<file path="config.mk">
export PLATFORM = sky130hd
export DESIGN_NAME = gf_inv_simd
export DESIGN_NICKNAME = d
export VERILOG_FILES = /design/src/rtl/gf_inv_pkg.sv /design/src/rtl/gf_cfg_dec.sv /design/src/rtl/gf_mul.sv /design/src/rtl/gf_sqr.sv /design/src/rtl/gf_inv_lane.sv /design/src/rtl/gf_inv_simd.sv
export SDC_FILE = /design/constraint.sdc
export NUM_CORES = 2
export LEC_CHECK = 0
export BUFFER_PORTS_ARGS = -buffer_cell sky130_fd_sc_hd__buf_2
export CORE_ASPECT_RATIO = 0.75
export CORE_MARGIN = 2
export CORE_UTILIZATION = 30
export DETAILED_ROUTE_END_ITERATION = 12
export PLACE_DENSITY_LB_ADDON = 0.1
export SLEW_MARGIN = 30
export SYNTH_ARGS = -nofsm -noshare
export SYNTH_HDL_FRONTEND = slang
export SYNTH_HIERARCHICAL = 1
export SYNTH_SLANG_ARGS = --single-unit
</file>
<file path="constraint.sdc">
create_clock -name clk_i -period 0.9 [get_ports clk_i]
set_input_delay 0.135 -clock clk_i [delete_from_list [all_inputs] [get_ports clk_i]]
set_output_delay 0.135 -clock clk_i [all_outputs]
set_load 0.01 [all_outputs]
</file>
<file path="src/rtl/gf_inv_pkg.sv">
package gf_inv_pkg;
  localparam int GF_W  = 8;
  localparam int CW    = 2 * GF_W - 1;
  localparam int MW    = $clog2(GF_W + 1);

  typedef enum logic [2:0] {
    TAP_B1, TAP_B2, TAP_B3, TAP_B4, TAP_B5, TAP_B6, TAP_B7
  } tap_e;

  typedef struct packed {
    logic [MW-1:0]                m;
    logic [GF_W-1:0]              mask;
    logic [GF_W-2:0][GF_W-1:0]    rows;  // rows[j] = x^(m+j) mod p
    tap_e                         tap;
  } gf_cfg_t;

  function automatic logic [GF_W-1:0] gf_reduce(input logic [CW-1:0] c, input gf_cfg_t cfg);
    logic [CW-1:0]   hi;
    logic [GF_W-1:0] r;
    hi = c >> cfg.m;
    r  = c[GF_W-1:0] & cfg.mask;
    for (int j = 0; j < GF_W - 1; j++) begin
      if (hi[j]) r = r ^ cfg.rows[j];
    end
    return r;
  endfunction
endpackage

</file>
<file path="src/rtl/gf_cfg_dec.sv">
module gf_cfg_dec
  import gf_inv_pkg::*;
(
  input  logic [MW-1:0]   width_i,
  input  logic [GF_W-1:0] poly_i,
  output gf_cfg_t         cfg_o
);
  logic [MW-1:0]   m;
  logic [GF_W:0]   full;
  logic [GF_W-1:0] p, row, nxt;

  always_comb begin
    m = (width_i >= MW'(2) && width_i <= MW'(GF_W)) ? width_i : MW'(GF_W);
    full = ((GF_W+1)'(1) << m) - (GF_W+1)'(1);
    p    = poly_i & full[GF_W-1:0];
    row  = p;
    cfg_o.m    = m;
    cfg_o.mask = full[GF_W-1:0];
    for (int j = 0; j < GF_W - 1; j++) begin
      cfg_o.rows[j] = row;
      nxt = (row << 1) & full[GF_W-1:0];
      if (row[m - MW'(1)]) nxt = nxt ^ p;
      row = nxt;
    end
    // final squarer operand: alpha^(2^(m-1)-1)
    unique case (m)
      MW'(2):  cfg_o.tap = TAP_B1;
      MW'(3):  cfg_o.tap = TAP_B2;
      MW'(4):  cfg_o.tap = TAP_B3;
      MW'(5):  cfg_o.tap = TAP_B4;
      MW'(6):  cfg_o.tap = TAP_B5;
      MW'(7):  cfg_o.tap = TAP_B6;
      default: cfg_o.tap = TAP_B7;
    endcase
  end
endmodule

</file>
<file path="src/rtl/gf_mul.sv">
module gf_mul
  import gf_inv_pkg::*;
(
  input  logic [GF_W-1:0] a_i,
  input  logic [GF_W-1:0] b_i,
  input  gf_cfg_t         cfg_i,
  output logic [GF_W-1:0] p_o
);
  logic [CW-1:0] c;

  always_comb begin
    c = '0;
    for (int i = 0; i < GF_W; i++) begin
      if (b_i[i]) c = c ^ (CW'(a_i) << i);
    end
    p_o = gf_reduce(c, cfg_i);
  end
endmodule

</file>
<file path="src/rtl/gf_sqr.sv">
module gf_sqr
  import gf_inv_pkg::*;
(
  input  logic [GF_W-1:0] a_i,
  input  gf_cfg_t         cfg_i,
  output logic [GF_W-1:0] s_o
);
  logic [CW-1:0] c;

  always_comb begin
    c = '0;
    for (int i = 0; i < GF_W; i++) c[2*i] = a_i[i];
    s_o = gf_reduce(c, cfg_i);
  end
endmodule

</file>
<file path="src/rtl/gf_inv_lane.sv">
module gf_inv_lane
  import gf_inv_pkg::*;
(
  input  logic [GF_W-1:0] a_i,
  input  gf_cfg_t         cfg_i,
  output logic [GF_W-1:0] inv_o
);
  // b_k denotes alpha^(2^k - 1)
  logic [GF_W-1:0] a, s1, b2, s2, b3, s3, s4, s5, l3, r3, b456, s6, b7, fin;

  assign a = a_i & cfg_i.mask;

  gf_sqr u_sq1 (.a_i(a),  .cfg_i(cfg_i), .s_o(s1));
  gf_mul u_mu1 (.a_i(s1), .b_i(a), .cfg_i(cfg_i), .p_o(b2));
  gf_sqr u_sq2 (.a_i(b2), .cfg_i(cfg_i), .s_o(s2));
  gf_mul u_mu2 (.a_i(s2), .b_i(a), .cfg_i(cfg_i), .p_o(b3));
  gf_sqr u_sq3 (.a_i(b3), .cfg_i(cfg_i), .s_o(s3));
  gf_sqr u_sq4 (.a_i(s3), .cfg_i(cfg_i), .s_o(s4));
  gf_sqr u_sq5 (.a_i(s4), .cfg_i(cfg_i), .s_o(s5));

  // third multiplier forms b4, b5 or b6 depending on the field
  always_comb begin
    unique case (cfg_i.tap)
      TAP_B4:  begin l3 = s3; r3 = a;  end
      TAP_B5:  begin l3 = s4; r3 = b2; end
      default: begin l3 = s5; r3 = b3; end
    endcase
  end

  gf_mul u_mu3 (.a_i(l3), .b_i(r3), .cfg_i(cfg_i), .p_o(b456));
  gf_sqr u_sq6 (.a_i(b456), .cfg_i(cfg_i), .s_o(s6));
  gf_mul u_mu4 (.a_i(s6), .b_i(a), .cfg_i(cfg_i), .p_o(b7));

  always_comb begin
    unique case (cfg_i.tap)
      TAP_B1:                 fin = a;
      TAP_B2:                 fin = b2;
      TAP_B3:                 fin = b3;
      TAP_B4, TAP_B5, TAP_B6: fin = b456;
      default:                fin = b7;
    endcase
  end

  gf_sqr u_sq7 (.a_i(fin), .cfg_i(cfg_i), .s_o(inv_o));
endmodule

</file>
<file path="src/rtl/gf_inv_simd.sv">
module gf_inv_simd
  import gf_inv_pkg::*;
#(
  parameter int LANES = 4,
  localparam int DW   = LANES * GF_W
) (
  input  logic            clk_i,
  input  logic            rst_ni,
  input  logic            valid_i,
  input  logic            simd_i,
  input  logic [MW-1:0]   width_i,
  input  logic [GF_W-1:0] poly_i,
  input  logic [DW-1:0]   data_i,
  output logic            valid_o,
  output logic [DW-1:0]   data_o
);
  gf_cfg_t         cfg;
  logic [DW-1:0]   res;

  gf_cfg_dec u_cfg (.width_i(width_i), .poly_i(poly_i), .cfg_o(cfg));

  for (genvar k = 0; k < LANES; k++) begin : g_lane
    logic [GF_W-1:0] lane_in;
    if (k == 0) begin : g_first
      assign lane_in = data_i[GF_W-1:0];
    end else begin : g_rest
      // data gating for idle upper lanes
      assign lane_in = simd_i ? data_i[k*GF_W +: GF_W] : '0;
    end
    gf_inv_lane u_lane (.a_i(lane_in), .cfg_i(cfg), .inv_o(res[k*GF_W +: GF_W]));
  end

  always_ff @(posedge clk_i or negedge rst_ni) begin
    if (!rst_ni) begin
      valid_o <= 1'b0;
      data_o  <= '0;
    end else begin
      valid_o <= valid_i;
      if (valid_i) data_o <= res;
    end
  end
endmodule

</file>
# Word-level counts from Yosys, hierarchy flattened
# Index checks and enable logic that the tools add are counted.
dict set report word_totals {
  regBits 33
  input_bits 48
  elab_cells 1018
}
dict set report op_classes {
  addsub 2
  magnitude_cmp 3
  eq_ne 11
  shift 45
  mux 471
  bitwise 481
  n_reduce_logical 3
}
# op count
set ops {}
lappend ops {{8-bit two-way mux} 333}
lappend ops {{8-bit XOR} 314}
lappend ops {{15-bit two-way mux} 112}
lappend ops {{15-bit by 4-bit >> shifter with 7-bit output} 44}
lappend ops {{15-bit by 10-bit XOR with 15-bit output} 16}
lappend ops {{15-bit by 11-bit XOR with 15-bit output} 16}
lappend ops {{15-bit by 12-bit XOR with 15-bit output} 16}
lappend ops {{15-bit by 13-bit XOR with 15-bit output} 16}
lappend ops {{15-bit by 14-bit XOR with 15-bit output} 16}
lappend ops {{15-bit XOR} 16}
lappend ops {{15-bit by 9-bit XOR with 15-bit output} 16}
lappend ops {{7-bit by 8-bit AND with 8-bit output} 28}
lappend ops {{8-bit AND} 27}
lappend ops {{8-bit one-hot mux with 2 select lines} 8}
lappend ops {{8-bit one-hot mux with 4 select lines} 4}
lappend ops {{1-bit binary-select mux with 3-bit select} 6}
lappend ops {{3-bit one-hot mux with 6 select lines} 1}
lappend ops {{4-bit by 3-bit equality test with 1-bit output, second input constant} 4}
lappend ops {{4-bit by 2-bit equality test with 1-bit output, second input constant} 2}
lappend ops {{1-bit by 4-bit left shift with 8-bit output, first input constant} 1}
lappend ops {{8-bit by 2-bit subtractor with 8-bit output, second input constant} 1}
lappend ops {{3-bit by 2-bit equality test with 1-bit output, second input constant} 2}
lappend ops {{3-bit equality test, second input constant} 2}
lappend ops {{1-bit two-way mux} 6}
lappend ops {{other kinds (9)} 9}

# Longest topological paths before layout
dict set report depth {
  ltp_word 238
  depth_mapped 133
  ltp_nobuf 112
}

# Cells and area by module
# Netlist, hierarchy kept.
# mod n_inst cells_per_inst area_per_inst_um2
set by_module_without_submodules {}
lappend by_module_without_submodules {gf_mul 16 346 2467.4}
lappend by_module_without_submodules {gf_sqr 28 132 991.0}
lappend by_module_without_submodules {gf_inv_lane 4 92 749.5}
lappend by_module_without_submodules {gf_cfg_dec 1 449 2965.3}
lappend by_module_without_submodules {gf_inv_simd 1 95 1527.7}

# Worst setup path after synthesis
# OpenSTA, ideal clock, no wires.
dict set report synth_timing {
  kind {in2reg}
  from {input width_i[3]}
  to {register data_o[14]}
  setup_time_ps 125
  arrival_ps 39938
  t_required_ps 775
  slack_ps -39163
  stages 116
  path_cell_list {o21ba_2 > and2_4 > clkbuf_1 > ha_1 > nand2_1 > ha_1 > inv_1 > nand2_1 > inv_1 > nor2_1 > a221oi_2 > and3_1 > buf_6 > a21oi_1 > o311ai_1 > xor2_1 > nor2_1 > o31ai_1 > (+80 left out) > nand2_1 > xnor3_1 > xnor3_1 > mux4_2 > o221ai_4 > nand2_1 > xor2_1 > xnor2_1 > xnor3_1 > mux4_2 > mux4_2 > nand2b_1 > and3_1 > buf_6 > a32oi_2 > xor2_1 > xnor3_1 > mux2_4}
}
# element line_no
set synth_lines {}
lappend synth_lines {{start, declared} gf_inv_simd.sv:11} ;# input logic [MW-1:0] width_i,
lappend synth_lines {{end signal, assigned} gf_inv_simd.sv:39} ;# if (valid_i) data_o <= res;
lappend synth_lines {{end, declared} gf_inv_simd.sv:15} ;# output logic [DW-1:0] data_o

==> summary.log <==
INFO  clock_network  max-clock-path-buffers=2
INFO  routing        routed_via_density=5.84
INFO  flow_run       cap_viol_max_count=0
INFO  synthesis      post_syn_area=74,700µm²
INFO  critical_path  slowest_delay=0.57ns
INFO  sta            rsz0062_at_grt=true
INFO  synthesis      netlist_top_cells_area=sky130_fd_sc_hd__xnor2_1 16%, sky130_fd_sc_hd__nand2_1 11%, sky130_fd_sc_hd__xnor3_1 8.6%, sky130_fd_sc_hd__xor2_1 4.8%, sky130_fd_sc_hd__nand3_1 4.5%
INFO  layout         synthToLayoutAreaGrowth=35.7%
INFO  critical_path  critPathRequiredTime=1.07ns
INFO  critical_path  critical_path.endpoint_type=flop
INFO  clock_network  tritoncts_clock_tree=done
INFO  synthesis      synthesis.yosys.warnings=6
INFO  placed_design  gp_routability_congestion=0.957
INFO  worst_hold_path worst_hold_path_type=in2reg
INFO  routing        antenna_left=0
INFO  critical_path  critical-path-top-cell-by-count=sky130_fd_sc_hd__buf_6
INFO  clock_network  clk-insertion-delay-late=0.28ns
INFO  synthesis      syn_avg_cell_area=7.37µm²
INFO  synthesis      synth_area_leader_cell=sky130_fd_sc_hd__xnor2_1
INFO  clock_network  cts-htree-levels=2
INFO  sta            max_slew_margin=26.7%
INFO  floorplanning  die_area=253,000µm²
INFO  floorplanning  die_width=580µm
INFO  floorplanning  initial_core_util=30.2%
INFO  synthesis      synth_edf_count=0
INFO  sta            min_period_over_period=3270%
INFO  floorplanning  floorplan.rows=158
INFO  layout         fraction_of_layout_instances_using_a_drive_strength_above_1=37.2%
INFO  synthesis      asyncSetResetFlopFracSynth=100%
INFO  sta            drv_slew=0
INFO  floorplanning  floorplan.core_area=248,000µm²
INFO  routing        drt-initial-drc-count=11,400
INFO  critical_path  critPathArrivalTime=29.61ns
INFO  clock_network  worst_setup_hold_path_clk_slew=0.06ns
INFO  sta            hold_slack=0.234ns
INFO  critical_path  critical_path.slowest_cell=sky130_fd_sc_hd__mux4_2
INFO  sta            fmax=34.0MHz
INFO  global_routing grt_pass1_vias=84,100
INFO  global_routing wire_length_of_the_first_global_routing_pass=614,000µm
INFO  routing        dr_drc_count=0
INFO  global_routing grtUsageTotal=32.4%
INFO  routing        vias=89,900
INFO  synthesis      synth.top_cells.by_count=2,158 x sky130_fd_sc_hd__nand2_1, 1,394 x sky130_fd_sc_hd__xnor2_1, 674 x sky130_fd_sc_hd__nand3_1, 418 x sky130_fd_sc_hd__o21ai_0, 411 x sky130_fd_sc_hd__xor2_1
INFO  placed_design  hpwl=304,000µm
INFO  global_routing antenna_violations_before_repair=32
INFO  global_routing grt_start_max_net_pins=218
INFO  routing        detail_route.wl_per_cell=28.0µm
INFO  clock_network  cts_root_buffer=sky130_fd_sc_hd__clkbuf_16
INFO  clock_network  tritoncts.num_buffers=5
INFO  run_status     violations=setup timing
INFO  floorplanning  die_y=436µm
INFO  sta            total_of_endpoints_with_negative_setup_slack_in_the_final_report=65
INFO  critical_path  critical_path_class=in2reg
INFO  synthesis      post_synth_inst_count=10,100
INFO  run_status     outcome=complete, but fails checks
INFO  synthesis      yosys_register_bits=33
INFO  layout         nFillCells=25,700
INFO  layout         finalNetCount=12,200
INFO  sta            final.setup.worst_slack=-28.54ns
INFO  critical_path  timing.critical_path.fanout_max=7
INFO  critical_path  worstSetupStartpointType=input pin
INFO  floorplanning  i_o_pin_total=81
INFO  sta            finalCriticalPeriod=29.44ns
INFO  synthesis      syn_nets=10,200
INFO  sta            skew=0ns
INFO  routing        drtPass1Iterations=9
INFO  sta            worstMarginPinSlew=1.10ns
INFO  clock_network  numClockSinks=33
INFO  synthesis      synth_largest_type_area_fraction=16.3%
INFO  synthesis      synth_sequential_area_ratio=1.11%
INFO  global_routing global_route.overflow_total=0
INFO  synthesis      post-synth-top-count-cell=sky130_fd_sc_hd__nand2_1
INFO  synthesis      yosys.cell_types.count=114
INFO  synthesis      ys.flop_type=sky130_fd_sc_hd__dfrtp_1
INFO  placed_design  port_buffers=80
INFO  sta            hold_violations=0
INFO  routing        wirelength=431,000µm
[sequential cells by signal (all words and copies together) (netlist names)]
| register | count |
|---|---|
| data_o | 32 |
| valid_o | 1 |
[worst paths after layout]
kind / from / to / slack (ns) / cells after the start
worst max-delay path: width_i[3] / data_o[6]$_DFFE_PN0P_ / -28.54 / 131
worst min-delay path: valid_i / data_o[28]$_DFFE_PN0P_ / 0.23 / 2
worst max register to register: data_o[14]$_DFFE_PN0P_ / data_o[14]$_DFFE_PN0P_ / 0.03 / 1
worst min register to register: data_o[7]$_DFFE_PN0P_ / data_o[7]$_DFFE_PN0P_ / 0.50 / 1
max in group asynchronous: rst_ni / data_o[9]$_DFFE_PN0P_ / 0.36 / 3
min in group asynchronous: rst_ni / data_o[1]$_DFFE_PN0P_ / 0.34 / 3
[timing repair]
| item | 4_1_cts | 5_1_grt |
|---|---|---|
| hold buffers | 1 | 0 |
| gates resized for setup | 607 | 386 |
| setup endpoints to repair | 65 | 65 |
| hold endpoints to repair | 33 | 0 |
| setup buffers | 195 | 85 |
| pin swaps | 294 | 182 |
| gates cloned | 1 | 1 |
[stage by stage]
step	setup TNS, ns	std cells	setup slack [ns]	area (µm²)	util, %
global route	-938.73	15400	-29.55	101000	40.9
CTS	-893.71	15300	-28.08	98700	39.9
detailed placement	-935.64	15100	-29.61	94300	38.1
finish	-908.40	15400	-28.54	101000	41.0
floorplan	-945.80	10100	-29.76	75800	-
global placement	-934.21	15100	-29.47	94300	38.1
[kinds of logic after synthesis]
family | share of synthesized area [%]
AND/OR/NAND/NOR | 25.2
AO/OA/AOI/OAI | 22.4
flip-flops | 1.11
multiplexers | 12.3
adder cells (fa/ha/maj) | 0.100
XOR/XNOR | 31.2
buffers and inverters | 7.74
[per-layer routing]
| metal | GRT usage (%) | vias up | wire [µm] |
|---|---|---|---|
| met5 | 0 | - | 262 |
| met4 | 12.9 | 26 | 22100 |
| met3 | 5.59 | 1100 | 42500 |
| met2 | 48.7 | 4994 | 180000 |
| met1 | 45.4 | 43900 | 186000 |
| li1 | - | 39900 | - |
[worst max-delay path, delay by kind of cell]
| family | cells | cell delay, ns |
|---|---|---|
| AO/OA/AOI/OAI | 29 | 6.17 |
| XOR/XNOR | 35 | 9.34 |
| adder cells (fa/ha/maj) | 2 | 0.33 |
| buffers and inverters | 24 | 3.25 |
| multiplexers | 15 | 5.19 |
| AND/OR/NAND/NOR | 26 | 5.05 |
[final cells by class]
class	count	area, µm²	share of cell area [%]
repair buffers	2772	21900	21.6
multi-input cells	9010	73200	72.2
diodes	12	30.0	0.0296
clock buffers	5	125	0.123
inverters	297	1190	1.17
flip-flops and latches	33	831	0.820
well taps	3280	4100	4.05
clock inverters	3	17.5	0.0173
[layout by cell type, fill, tap and decap left out, drive strengths merged, types with 33 or more instances in the layout]
master / count
o31ai: 55
a21oi: 144
or2: 66
a32oi: 297
nor3b: 37
nor2: 381
mux4: 124
a22o: 96
a211o: 35
mux2: 296
and2: 94
buf: 2768
a21o: 67
nand3: 675
nand4: 69
xor2: 411
or3: 49
o211ai: 175
nand2b: 124
mux2i: 297
and3: 59
nor2b: 124
dfrtp: 33
a221o: 34
inv: 264
o32ai: 61
nand2: 2192
o21ai: 645
o211a: 34
a22oi: 94
a31o: 65
a211oi: 88
o221ai: 80
xnor2: 1413
nor3: 142
xnor3: 284
nand3b: 34
Power is not shown: default switching activity piles up to over one toggle a cycle in this logic, so the estimate is an artifact.
